--- src/rtl/vme_diag_pkg.sv ---
package vme_diag_pkg;

    localparam int DW = 32;
    localparam int HW = 16;

    localparam logic [5:0] AM_SHORT_USER = 6'h29;
    localparam logic [5:0] AM_SHORT_SUPV = 6'h2D;

    typedef enum logic [1:0] {
        ST_IDLE,
        ST_WAIT,
        ST_DATA,
        ST_ACK
    } bus_state_e;

    typedef enum logic [2:0] {
        SEL_NONE,
        SEL_CTRL,
        SEL_ITC,
        SEL_IRQ,
        SEL_ADRLO,
        SEL_ADRHI,
        SEL_DATA,
        SEL_CNT
    } reg_sel_e;

    typedef struct packed {
        logic halt;
        logic endata;
        logic eh;
        logic da;
        logic vd;
    } ctrl_t;

endpackage

--- src/rtl/vme_diag_decode.sv ---
module vme_diag_decode
    import vme_diag_pkg::*;
(
    input  logic        short_en,
    input  logic [7:0]  base_jmp,
    input  logic        as_n,
    input  logic [1:0]  ds_n,
    input  logic [5:0]  am,
    input  logic [15:1] addr,
    output logic        hit,
    output reg_sel_e    sel
);

    logic am_ok;
    logic base_ok;

    assign am_ok   = (am == AM_SHORT_USER) || (am == AM_SHORT_SUPV);
    assign base_ok = (addr[15:8] == base_jmp);
    assign hit     = short_en && !as_n && (ds_n != 2'b11) && am_ok && base_ok;

    always_comb begin
        sel = SEL_NONE;
        if (addr[7]) begin
            sel = SEL_CNT;
        end else if (addr[6]) begin
            sel = SEL_DATA;
        end else begin
            case (addr[5:1])
                5'h00:   sel = SEL_CTRL;
                5'h08:   sel = SEL_ITC;
                5'h10:   sel = SEL_IRQ;
                5'h18:   sel = SEL_ADRLO;
                5'h19:   sel = SEL_ADRHI;
                default: sel = SEL_NONE;
            endcase
        end
    end

endmodule

--- src/rtl/vme_diag_ctl.sv ---
module vme_diag_ctl
    import vme_diag_pkg::*;
#(
    parameter int ACK_CYC  = 12,
    parameter int LEAD_CYC = 6
) (
    input  logic       clk,
    input  logic       rst_n,
    input  logic       hit,
    input  logic [1:0] ds_n,
    input  logic       write_n,
    output logic       accept,
    output logic       latch_rd,
    output logic       commit,
    output logic       dtack_n,
    output logic       data_oe
);

    localparam int             TW      = $clog2(ACK_CYC + 1);
    localparam logic [TW-1:0]  LEAD_AT = TW'(ACK_CYC - LEAD_CYC - 1);
    localparam logic [TW-1:0]  ACK_AT  = TW'(ACK_CYC - 1);

    bus_state_e    state, state_nx;
    logic [TW-1:0] tmr;
    logic          rd_q;
    logic          ds_idle;

    assign ds_idle = (ds_n == 2'b11);

    always_comb begin
        state_nx = state;
        unique case (state)
            ST_IDLE: if (hit) state_nx = ST_WAIT;
            ST_WAIT: begin
                if (ds_idle)             state_nx = ST_IDLE;
                else if (tmr == LEAD_AT) state_nx = ST_DATA;
            end
            ST_DATA: begin
                if (ds_idle)            state_nx = ST_IDLE;
                else if (tmr == ACK_AT) state_nx = ST_ACK;
            end
            ST_ACK:  if (ds_idle) state_nx = ST_IDLE;
        endcase
    end

    always_ff @(posedge clk or negedge rst_n) begin
        if (!rst_n) begin
            state <= ST_IDLE;
            tmr   <= '0;
            rd_q  <= 1'b0;
        end else begin
            state <= state_nx;
            tmr   <= (state == ST_IDLE) ? '0 : tmr + TW'(1);
            if (accept) rd_q <= write_n;
        end
    end

    always_comb begin
        accept   = 1'b0;
        latch_rd = 1'b0;
        commit   = 1'b0;
        dtack_n  = 1'b1;
        data_oe  = 1'b0;
        unique case (state)
            ST_IDLE: accept   = hit;
            ST_WAIT: latch_rd = !ds_idle && (tmr == LEAD_AT);
            ST_DATA: begin
                commit  = !ds_idle && (tmr == ACK_AT);
                data_oe = rd_q;
            end
            ST_ACK: begin
                dtack_n = 1'b0;
                data_oe = rd_q;
            end
        endcase
    end

endmodule

--- src/rtl/vme_diag_regs.sv ---
module vme_diag_regs
    import vme_diag_pkg::*;
(
    input  logic          clk,
    input  logic          rst_n,
    input  logic          accept,
    input  logic          latch_rd,
    input  logic          commit,
    input  reg_sel_e      sel_in,
    input  logic          write_n,
    input  logic          lword_n,
    input  logic [1:0]    ds_n,
    input  logic [DW-1:0] data_in,
    input  logic          sw_vd,
    input  logic          sw_da,
    input  logic          sw_eh,
    input  logic          sw_rh,
    input  logic          sw_endata,
    input  logic          sysclk_ok,
    input  logic          p5_ok,
    input  logic          p12_ok,
    input  logic          n12_ok,
    input  logic          p5_over,
    input  logic [HW-1:0] cap_ctrl,
    input  logic [31:1]   cap_addr,
    output logic [DW-1:0] rdata,
    output ctrl_t         ctrl,
    output logic [13:0]   itcfg,
    output logic          rh_pulse,
    output logic          sirq_pulse,
    output logic          iclr_pulse
);

    reg_sel_e      sel_q;
    logic          wr_q;
    logic          lwn_q;
    logic [1:0]    ds_q;
    logic [DW-1:0] dreg;
    logic [DW-1:0] cnt;
    logic [DW-1:0] rd_mux;
    logic          health;

    assign health = sysclk_ok & p5_ok & p12_ok & n12_ok & ~p5_over;

    always_comb begin
        rd_mux = '0;
        unique case (sel_q)
            SEL_NONE:  rd_mux = '0;
            SEL_CTRL:  rd_mux = {16'h0, health, 2'b00,
                                 sw_endata, sw_rh, sw_eh, sw_da, sw_vd,
                                 ctrl.halt, 2'b00, ctrl.endata, 1'b0,
                                 ctrl.eh, ctrl.da, ctrl.vd};
            SEL_ITC:   rd_mux = {18'h0, itcfg};
            SEL_IRQ:   rd_mux = {16'h0, cap_ctrl};
            SEL_ADRLO: rd_mux = lwn_q ? {16'h0, cap_addr[15:1], 1'b0}
                                      : {cap_addr[31:1], 1'b0};
            SEL_ADRHI: rd_mux = {16'h0, sysclk_ok, p5_ok, p12_ok, n12_ok,
                                 p5_over, 3'b000, cap_addr[23:16]};
            SEL_DATA:  rd_mux = lwn_q ? {16'h0, dreg[15:0]} : dreg;
            SEL_CNT:   rd_mux = lwn_q ? {16'h0, cnt[15:0]} : cnt;
        endcase
    end

    always_ff @(posedge clk or negedge rst_n) begin
        if (!rst_n) begin
            sel_q      <= SEL_NONE;
            wr_q       <= 1'b0;
            lwn_q      <= 1'b1;
            ds_q       <= 2'b11;
            rdata      <= '0;
            ctrl       <= '0;
            itcfg      <= '0;
            dreg       <= '0;
            cnt        <= '0;
            rh_pulse   <= 1'b0;
            sirq_pulse <= 1'b0;
            iclr_pulse <= 1'b0;
        end else begin
            rh_pulse   <= 1'b0;
            sirq_pulse <= 1'b0;
            iclr_pulse <= 1'b0;
            if (accept) begin
                sel_q <= sel_in;
                wr_q  <= !write_n;
                lwn_q <= lword_n;
                ds_q  <= ds_n;
            end
            if (latch_rd) rdata <= rd_mux;
            if (commit && wr_q) begin
                unique case (sel_q)
                    SEL_CTRL: begin
                        ctrl.vd     <= data_in[0];
                        ctrl.da     <= data_in[1];
                        ctrl.eh     <= data_in[2];
                        rh_pulse    <= data_in[3];
                        ctrl.endata <= data_in[4];
                        ctrl.halt   <= data_in[7];
                    end
                    SEL_ITC: itcfg <= data_in[13:0];
                    SEL_IRQ: begin
                        sirq_pulse <= data_in[1];
                        iclr_pulse <= data_in[0];
                    end
                    SEL_DATA: begin
                        if (!lwn_q) begin
                            dreg <= data_in;
                        end else begin
                            if (!ds_q[1]) dreg[15:8] <= data_in[15:8];
                            if (!ds_q[0]) dreg[7:0]  <= data_in[7:0];
                        end
                    end
                    SEL_CNT: cnt <= '0;
                    default: ;
                endcase
            end
            if (commit && !wr_q && (sel_q == SEL_CNT)) cnt <= cnt + 1'b1;
        end
    end

endmodule

--- src/rtl/vme_diag_slave.sv ---
module vme_diag_slave
    import vme_diag_pkg::*;
#(
    parameter int ACK_CYC  = 12,
    parameter int LEAD_CYC = 6
) (
    input  logic        clk,
    input  logic        rst_n,
    input  logic        short_en,
    input  logic [7:0]  base_jmp,
    input  logic        as_n,
    input  logic [1:0]  ds_n,
    input  logic        write_n,
    input  logic        lword_n,
    input  logic [5:0]  am,
    input  logic [15:1] addr,
    input  logic [31:0] data_in,
    output logic [31:0] data_out,
    output logic        data_oe,
    output logic        dtack_n,
    input  logic        sw_vd,
    input  logic        sw_da,
    input  logic        sw_eh,
    input  logic        sw_rh,
    input  logic        sw_endata,
    input  logic        sysclk_ok,
    input  logic        p5_ok,
    input  logic        p12_ok,
    input  logic        n12_ok,
    input  logic        p5_over,
    input  logic [15:0] cap_ctrl,
    input  logic [31:1] cap_addr,
    output logic        mode_vd,
    output logic        mode_da,
    output logic        mode_eh,
    output logic        mode_rh,
    output logic        mode_endata,
    output logic        soft_halt,
    output logic [7:0]  irq_vec,
    output logic [2:0]  irq_lvl,
    output logic        irq_mode,
    output logic [1:0]  tmo_code,
    output logic        soft_irq,
    output logic        irq_clr
);

    logic          hit;
    reg_sel_e      sel;
    logic          accept, latch_rd, commit;
    logic [DW-1:0] rdata;
    ctrl_t         ctrl;
    logic [13:0]   itcfg;
    logic          rh_pulse;

    vme_diag_decode u_decode (
        .short_en (short_en),
        .base_jmp (base_jmp),
        .as_n     (as_n),
        .ds_n     (ds_n),
        .am       (am),
        .addr     (addr),
        .hit      (hit),
        .sel      (sel)
    );

    vme_diag_ctl #(
        .ACK_CYC  (ACK_CYC),
        .LEAD_CYC (LEAD_CYC)
    ) u_ctl (
        .clk      (clk),
        .rst_n    (rst_n),
        .hit      (hit),
        .ds_n     (ds_n),
        .write_n  (write_n),
        .accept   (accept),
        .latch_rd (latch_rd),
        .commit   (commit),
        .dtack_n  (dtack_n),
        .data_oe  (data_oe)
    );

    vme_diag_regs u_regs (
        .clk        (clk),
        .rst_n      (rst_n),
        .accept     (accept),
        .latch_rd   (latch_rd),
        .commit     (commit),
        .sel_in     (sel),
        .write_n    (write_n),
        .lword_n    (lword_n),
        .ds_n       (ds_n),
        .data_in    (data_in),
        .sw_vd      (sw_vd),
        .sw_da      (sw_da),
        .sw_eh      (sw_eh),
        .sw_rh      (sw_rh),
        .sw_endata  (sw_endata),
        .sysclk_ok  (sysclk_ok),
        .p5_ok      (p5_ok),
        .p12_ok     (p12_ok),
        .n12_ok     (n12_ok),
        .p5_over    (p5_over),
        .cap_ctrl   (cap_ctrl),
        .cap_addr   (cap_addr),
        .rdata      (rdata),
        .ctrl       (ctrl),
        .itcfg      (itcfg),
        .rh_pulse   (rh_pulse),
        .sirq_pulse (soft_irq),
        .iclr_pulse (irq_clr)
    );

    assign data_out    = data_oe ? rdata : '0;
    assign mode_vd     = sw_vd | ctrl.vd;
    assign mode_da     = sw_da | ctrl.da;
    assign mode_eh     = sw_eh | ctrl.eh;
    assign mode_endata = sw_endata | ctrl.endata;
    assign mode_rh     = sw_rh | rh_pulse;
    assign soft_halt   = ctrl.halt;
    assign irq_vec     = itcfg[7:0];
    assign irq_lvl     = itcfg[10:8];
    assign irq_mode    = itcfg[11];
    assign tmo_code    = short_en ? itcfg[13:12] : 2'b00;

endmodule

--- config.mk ---
export PLATFORM = sky130hd
export DESIGN_NAME = vme_diag_slave
export DESIGN_NICKNAME = d
export VERILOG_FILES = /design/src/rtl/vme_diag_pkg.sv /design/src/rtl/vme_diag_decode.sv /design/src/rtl/vme_diag_ctl.sv /design/src/rtl/vme_diag_regs.sv /design/src/rtl/vme_diag_slave.sv
export SDC_FILE = /design/constraint.sdc
export NUM_CORES = 1
export LEC_CHECK = 0
export ABC_CLOCK_PERIOD_IN_PS = 1800
export BUFFER_PORTS_ARGS = -buffer_cell sky130_fd_sc_hd__clkbuf_2
export CAP_MARGIN = 0
export CORE_ASPECT_RATIO = 1.5
export CORE_MARGIN = 2
export CORE_UTILIZATION = 25
export DETAILED_ROUTE_END_ITERATION = 10
export PLACE_DENSITY = 0.45
export SYNTH_ARGS = -nofsm -noshare
export SYNTH_HDL_FRONTEND = slang
export SYNTH_SLANG_ARGS = --single-unit
--- constraint.sdc ---
create_clock -name clk -period 1.8 [get_ports clk]
set_input_delay 0.09 -clock clk [delete_from_list [all_inputs] [get_ports clk]]
set_output_delay 0.09 -clock clk [all_outputs]
set_load 0.01 [all_outputs]
Word-level counts from Yosys, hierarchy flattened
Index checks and enable logic that the tools add are counted.

Register bits: 132. Input bits: 126. Output and inout port bits: 56. Word-level logic and storage cells: 122.

Add/subtract/negate cells: 2. Equal/unequal tests: 27. Mux-type cells: 34. Bitwise logic cells: 11. Reduce and logical (&&, ||, !) cells: 27.

Operators with widths (count): $pmux 32 s8 (1); $mux 32 (7); $add 32x1->32 const B (1); $mux 16 (1); $mux 8 (2); $eq 5x5->1 const B (3); $pmux 3 s5 (1); $mux 2 (7); $eq 3x3->1 const B (4); $eq 6x6->1 const B (2); $mux 1 (11); $logic_and 1x1->1 (9); $reduce_and 3->1 (3); $eq 8x8->1 (1); $pmux 2 s4 (1); $eq 2x2->1 const B (3); $eq 3x2->1 const B (2); $mux 3 (2); $ne 2x2->1 const B (3); $ne 3x1->1 const B (2); $reduce_and 2->1 (3); $eq 5x4->1 const B (1); $logic_not 5->1 (1); $or 1x1->1 (5); 16 further kinds (25).

Depth between registers and ports, before layout
Depth after elaboration: 8. Depth in mapped cells: 8. Depth with buffers taken out: 6.

By module
From an unflattened synthesis, not the netlist that was laid out.

Cells, all modules: 708. Area, all modules: 7437.1 um^2.

By module, submodules not included: vme_diag_regs (instances 1, cells an instance 608, area an instance 6600.1 um^2, seq. area each 3131.8 um^2); vme_diag_ctl (instances 1, cells an instance 34, area an instance 360.3 um^2, seq. area each 175.2 um^2); vme_diag_slave (instances 1, cells an instance 42, area an instance 299.0 um^2, seq. area each 0.0 um^2); vme_diag_decode (instances 1, cells an instance 24, area an instance 177.7 um^2, seq. area each 0.0 um^2).

Least setup slack after synthesis
Ideal clock, no wire load.

Kind: reg2reg. Start point: register u_ctl.tmr[0]. End point: register u_regs.dreg[22]. Setup time: 125 ps. Data arrival time: 1803 ps. Data required time: 1675 ps. Path slack: -128 ps. Stages on the path, launching flop included: 7. Buffers on the path: 1. Period minus slack after synthesis: 1928 ps. Path through: dfrtp_1 > ha_1 > and2_1 > nand3_2 > nor3_2 > buf_6 > mux2_2.

Word-level cells in the longest chain between the ends: 5.

RTL lines: start, declared (RTL line vme_diag_ctl.sv:24) `logic [TW-1:0] tmr;`; start signal, assigned (RTL line vme_diag_ctl.sv:53) `tmr <= (state == ST_IDLE) ? '0 : tmr + TW'(1);`; $eq 4x4->1 (RTL line vme_diag_ctl.sv:68) `commit = !ds_idle && (tmr == ACK_AT);`; $logic_and 1x1->1 (RTL line vme_diag_ctl.sv:68); $mux 1 (RTL line vme_diag_ctl.sv:64) `unique case (state)`; $logic_and 1x1->1 (RTL line vme_diag_regs.sv:89) `if (commit && wr_q) begin`; $reduce_and 3->1 (no line); end signal, assigned (RTL line vme_diag_regs.sv:106) `dreg <= data_in;`; end, declared (RTL line vme_diag_regs.sv:38) `logic [DW-1:0] dreg;`.

No other way between the ends. A chain may end at the register's enable or synchronous reset.

Final worst setup path
Start point: register u_ctl.tmr[2]. End point: register u_regs.dreg[2].

Same word-level chain as after synthesis.

==> run summary <==
Internal power = 5.24 mW
Top-count cell post-synth = dfrtp_1
Vias = 7,087
Diode count = 0
Worst-margin pin slew = 0.484 ns
Global routing usage on met2 = 0.320
Cts bufs inserted = 17
Starting Density = 0.253
Worst r2r src = u_ctl.tmr[2]
Post-synth top flop = dfrtp_1
Final period util = 1.04
Number of I/O port buffers = 180
Period minus WS final = 1.87 ns
First-pass GRT wire length = 42.0 mm
Yosys warnings = 0
NetSw = 1.61 mW
Post-Syn Area per Cell = 10.4 µm²
Die Span X = 145 µm
Clk_lat worst skew = 0.43 ns
Net switching fraction of the power = 0.235
Die area = 0.0311 mm²
First-pass iteration count of the detailed router = 5
DRC Markers = 0
Placer Congestion = 0.841
Initial DRC Count = 391
Area grow syn2layout = 53.4%
Share of cells above drive strength 1 = 0.495
Hold Path Depth = 3
FF-to-FF End = u_regs.dreg[2]
Met1 Track Usage GR = 0.218
Status = finished, violations left
Finish-stage setup viols = 40
Total track usage = 0.180
Total Power = 6.85 mW
Share of the synthesized area in the top cell type = 0.435
Seq. cell area = 0.00331 mm²
Hold Vio Cnt, Final = 1
Maximum vdd drop = 0.564 mV
Sequential power share = 0.433
Number of flops mapped to enable cells by yosys = 0
Max-Cap Viols = 0
Slew Limit Fails = 0
HP Class = in -> reg
Cell variety after synth = 60
Leak Pwr = 5.65 nW
Post-Syn Instances = 716
Top Usage Layer GRT = met2
Post-layout util = 0.388
Fin Clk Skew = 0.00796 ns
Hold path start = cap_addr[17]
Fill count = 2,944
Failing checks = negative hold slack, negative setup slack
DP Wirelength = 21.0 mm
RSZ-0062 raised after global routing = yes
Core area = 0.0294 mm²
Setup ws final = -0.0655 ns
Cell Area, Synth = 0.00743 mm²
Rows = 77
Synth Net Count = 845
Worst EP required = 2.11 ns
Worst-path fanout max = 8
R2R depth = 6
Top post-synthesis cells by area = dfrtp_1 43%, mux2_2 9.1%, mux2i_1 4.2%
Post-DRT Antenna Nets = 0
Antenna violations before repair = 1
Clock Power Share = 0.505
Hold worst-path end = u_regs.rdata[17]
Register area share after synthesis = 0.445
Crit path DAT = 2.18 ns
Combinational cell fraction of total power = 0.061
Max Root-Sink Buffers = 2
CTS tree = done
Crit path kind = reg -> reg
Pwr Density = 601 mW/mm²
Htree depth = 4
Largest net degree at the start of global routing = 47
Post-synth ARST share = 1.00
Max Fclk = 536 MHz
Synthesis-stage register bit count = 132
Hold_ws = -0.0155 ns
R2R Setup Slk = -0.07 ns
Largest area contributor in the netlist = dfrtp_1
Vias per inst = 4.89
GRT overflow = 0
Final wirelength = 28.7 mm
CTS sink cnt = 132
Worst setup SP type = register
Vias in the first global route = 7,150
Global-route met3 utilization = 0.0238
CTS root buf = clkbuf_16
Endpoint class of the critical path = register
Footprint of the multi-input gates = 0.00419 mm²
Clock transition at path regs = 0.06 ns
WL/cell = 19.8 µm
Top-Level Pins = 182
Die height = 215 µm
# nets final = 1,171
Top cells by count, synth = 129 x dfrtp_1, 60 x mux2_2, 45 x nand2_1
Slew HR = 0.675
## kinds of logic (layout without fill, tap and decap cells)
| logic type | after synthesis | count (layout) | synth area share |
|---|---|---|---|
| compound gates | 160 | 160 | 0.138 |
| xor+xnor | 11 | 11 | 0.0130 |
| fa+ha+maj | 3 | 3 | 0.00506 |
| buf+inv | 73 | 412 | 0.0500 |
| flops | 132 | 132 | 0.445 |
| mux | 106 | 106 | 0.170 |
| simple gates | 231 | 231 | 0.178 |
## final cells by class
type,count,area share
clock buffer,18,0.0386
tap,395,0.0434
timing repair buffer,370,0.244
clock inverter,14,0.0121
inverter,10,0.00329
multi-input combinational,511,0.368
sequential,132,0.291
## worst max path at each step
stage,from,to,slack (ns),depth (start not counted)
2_1_floorplan,u_regs.cnt[0],u_regs.cnt[18],-0.02,6
3_3_place_gp,u_ctl.tmr[0],u_regs.cnt[19],-0.1,7
3_5_place_dp,u_ctl.tmr[0],u_regs.itcfg[10],-0.07,6
4_1_cts,u_ctl.state[0],u_regs.cnt[26],-0.06,5
5_1_grt,u_ctl.tmr[2],u_regs.dreg[5],-0.12,6
6_report,u_ctl.tmr[2],u_regs.dreg[2],-0.07,6
## critical path, stage by stage (launching register included)
cell     delay (ns)
dfrtp_1        0.41
nor3b_4        0.31
buf_6          0.16
nand3_4        0.10
a211o_1        0.29
buf_12         0.17
mux2_4         0.30
## power groups by stage
| stage | sequential [mW] | clock, mW | combinational [mW] |
|---|---|---|---|
| finish | 2.97 | 3.46 | 0.420 |
| global route | 2.97 | 3.65 | 0.461 |
| CTS | 2.97 | 3.54 | 0.425 |
| detailed placement | 3.02 | 0 | 0.338 |
| global placement | 3.02 | 0 | 0.337 |
| floorplan | 3.02 | 0 | 0.0556 |
## cell usage in the layout, fill, tap and decap left out, drive strengths merged, types with 6 or more instances in the layout
master	n
a221oi	10
and2	7
a22o	12
and3	42
nand2	45
a21oi	43
clkinv	9
and4	11
dlygate4sd3	49
nor2	40
or4	13
o21ai	44
dfrtp	129
nand3	19
a22oi	7
or3	7
mux4	7
inv	9
mux2	68
xnor2	10
or2	6
o31ai	18
mux2i	31
nand4	19
o21bai	6
nor4	9
clkbuf	201
buf	138
## metal layers
| layer | share of wire | up-vias |
|---|---|---|
| met4 | 0.028 | 0 |
| met2 | 0.53 | 180 |
| met5 | 0 | - |
| met3 | 0.030 | 35 |
| li1 | - | 3326 |
| met1 | 0.41 | 3546 |
## metrics by stage
stage	hold slack (ns)	TNS, ns	instance area (µm²)	worst slack [ns]	std cells
floorplan	-0.206	-0.0208	7450	-0.0208	716
global placement	0.0624	-0.571	9480	-0.0965	1337
detailed placement	0.0604	-2.35	9480	-0.0719	1337
CTS	0.00138	-0.780	10700	-0.0568	1425
global route	0.00504	-5.62	11400	-0.119	1450
finish	-0.0155	-1.70	11400	-0.0655	1450
## registers in the layout, indices dropped and copies added (netlist names)
name and cells:
u_ctl.tmr 4, u_regs.wr_q 1, u_regs.ds_q 2, u_regs.sel_q 3, u_regs.lwn_q 1, u_regs.rh_pulse 1
u_regs.rdata 32, u_regs.dreg 32, u_ctl.rd_q 1, u_regs.cnt 32, u_regs.itcfg 14, u_regs.iclr_pulse 1
u_regs.sirq_pulse 1, u_ctl.state 2, u_regs.ctrl 5
## repair_timing
action | CTS | global route
pin swaps | 13 | 45
gates resized for setup | 21 | 130
gates cloned | 1 | 6
hold endpoints to repair | 119 | 0
buffers inserted | 6 | 19
hold buffers | 49 | 0
endpoints found under the setup margin | 100 | 108
No activity file was read; power rests on OpenSTA's default activity.
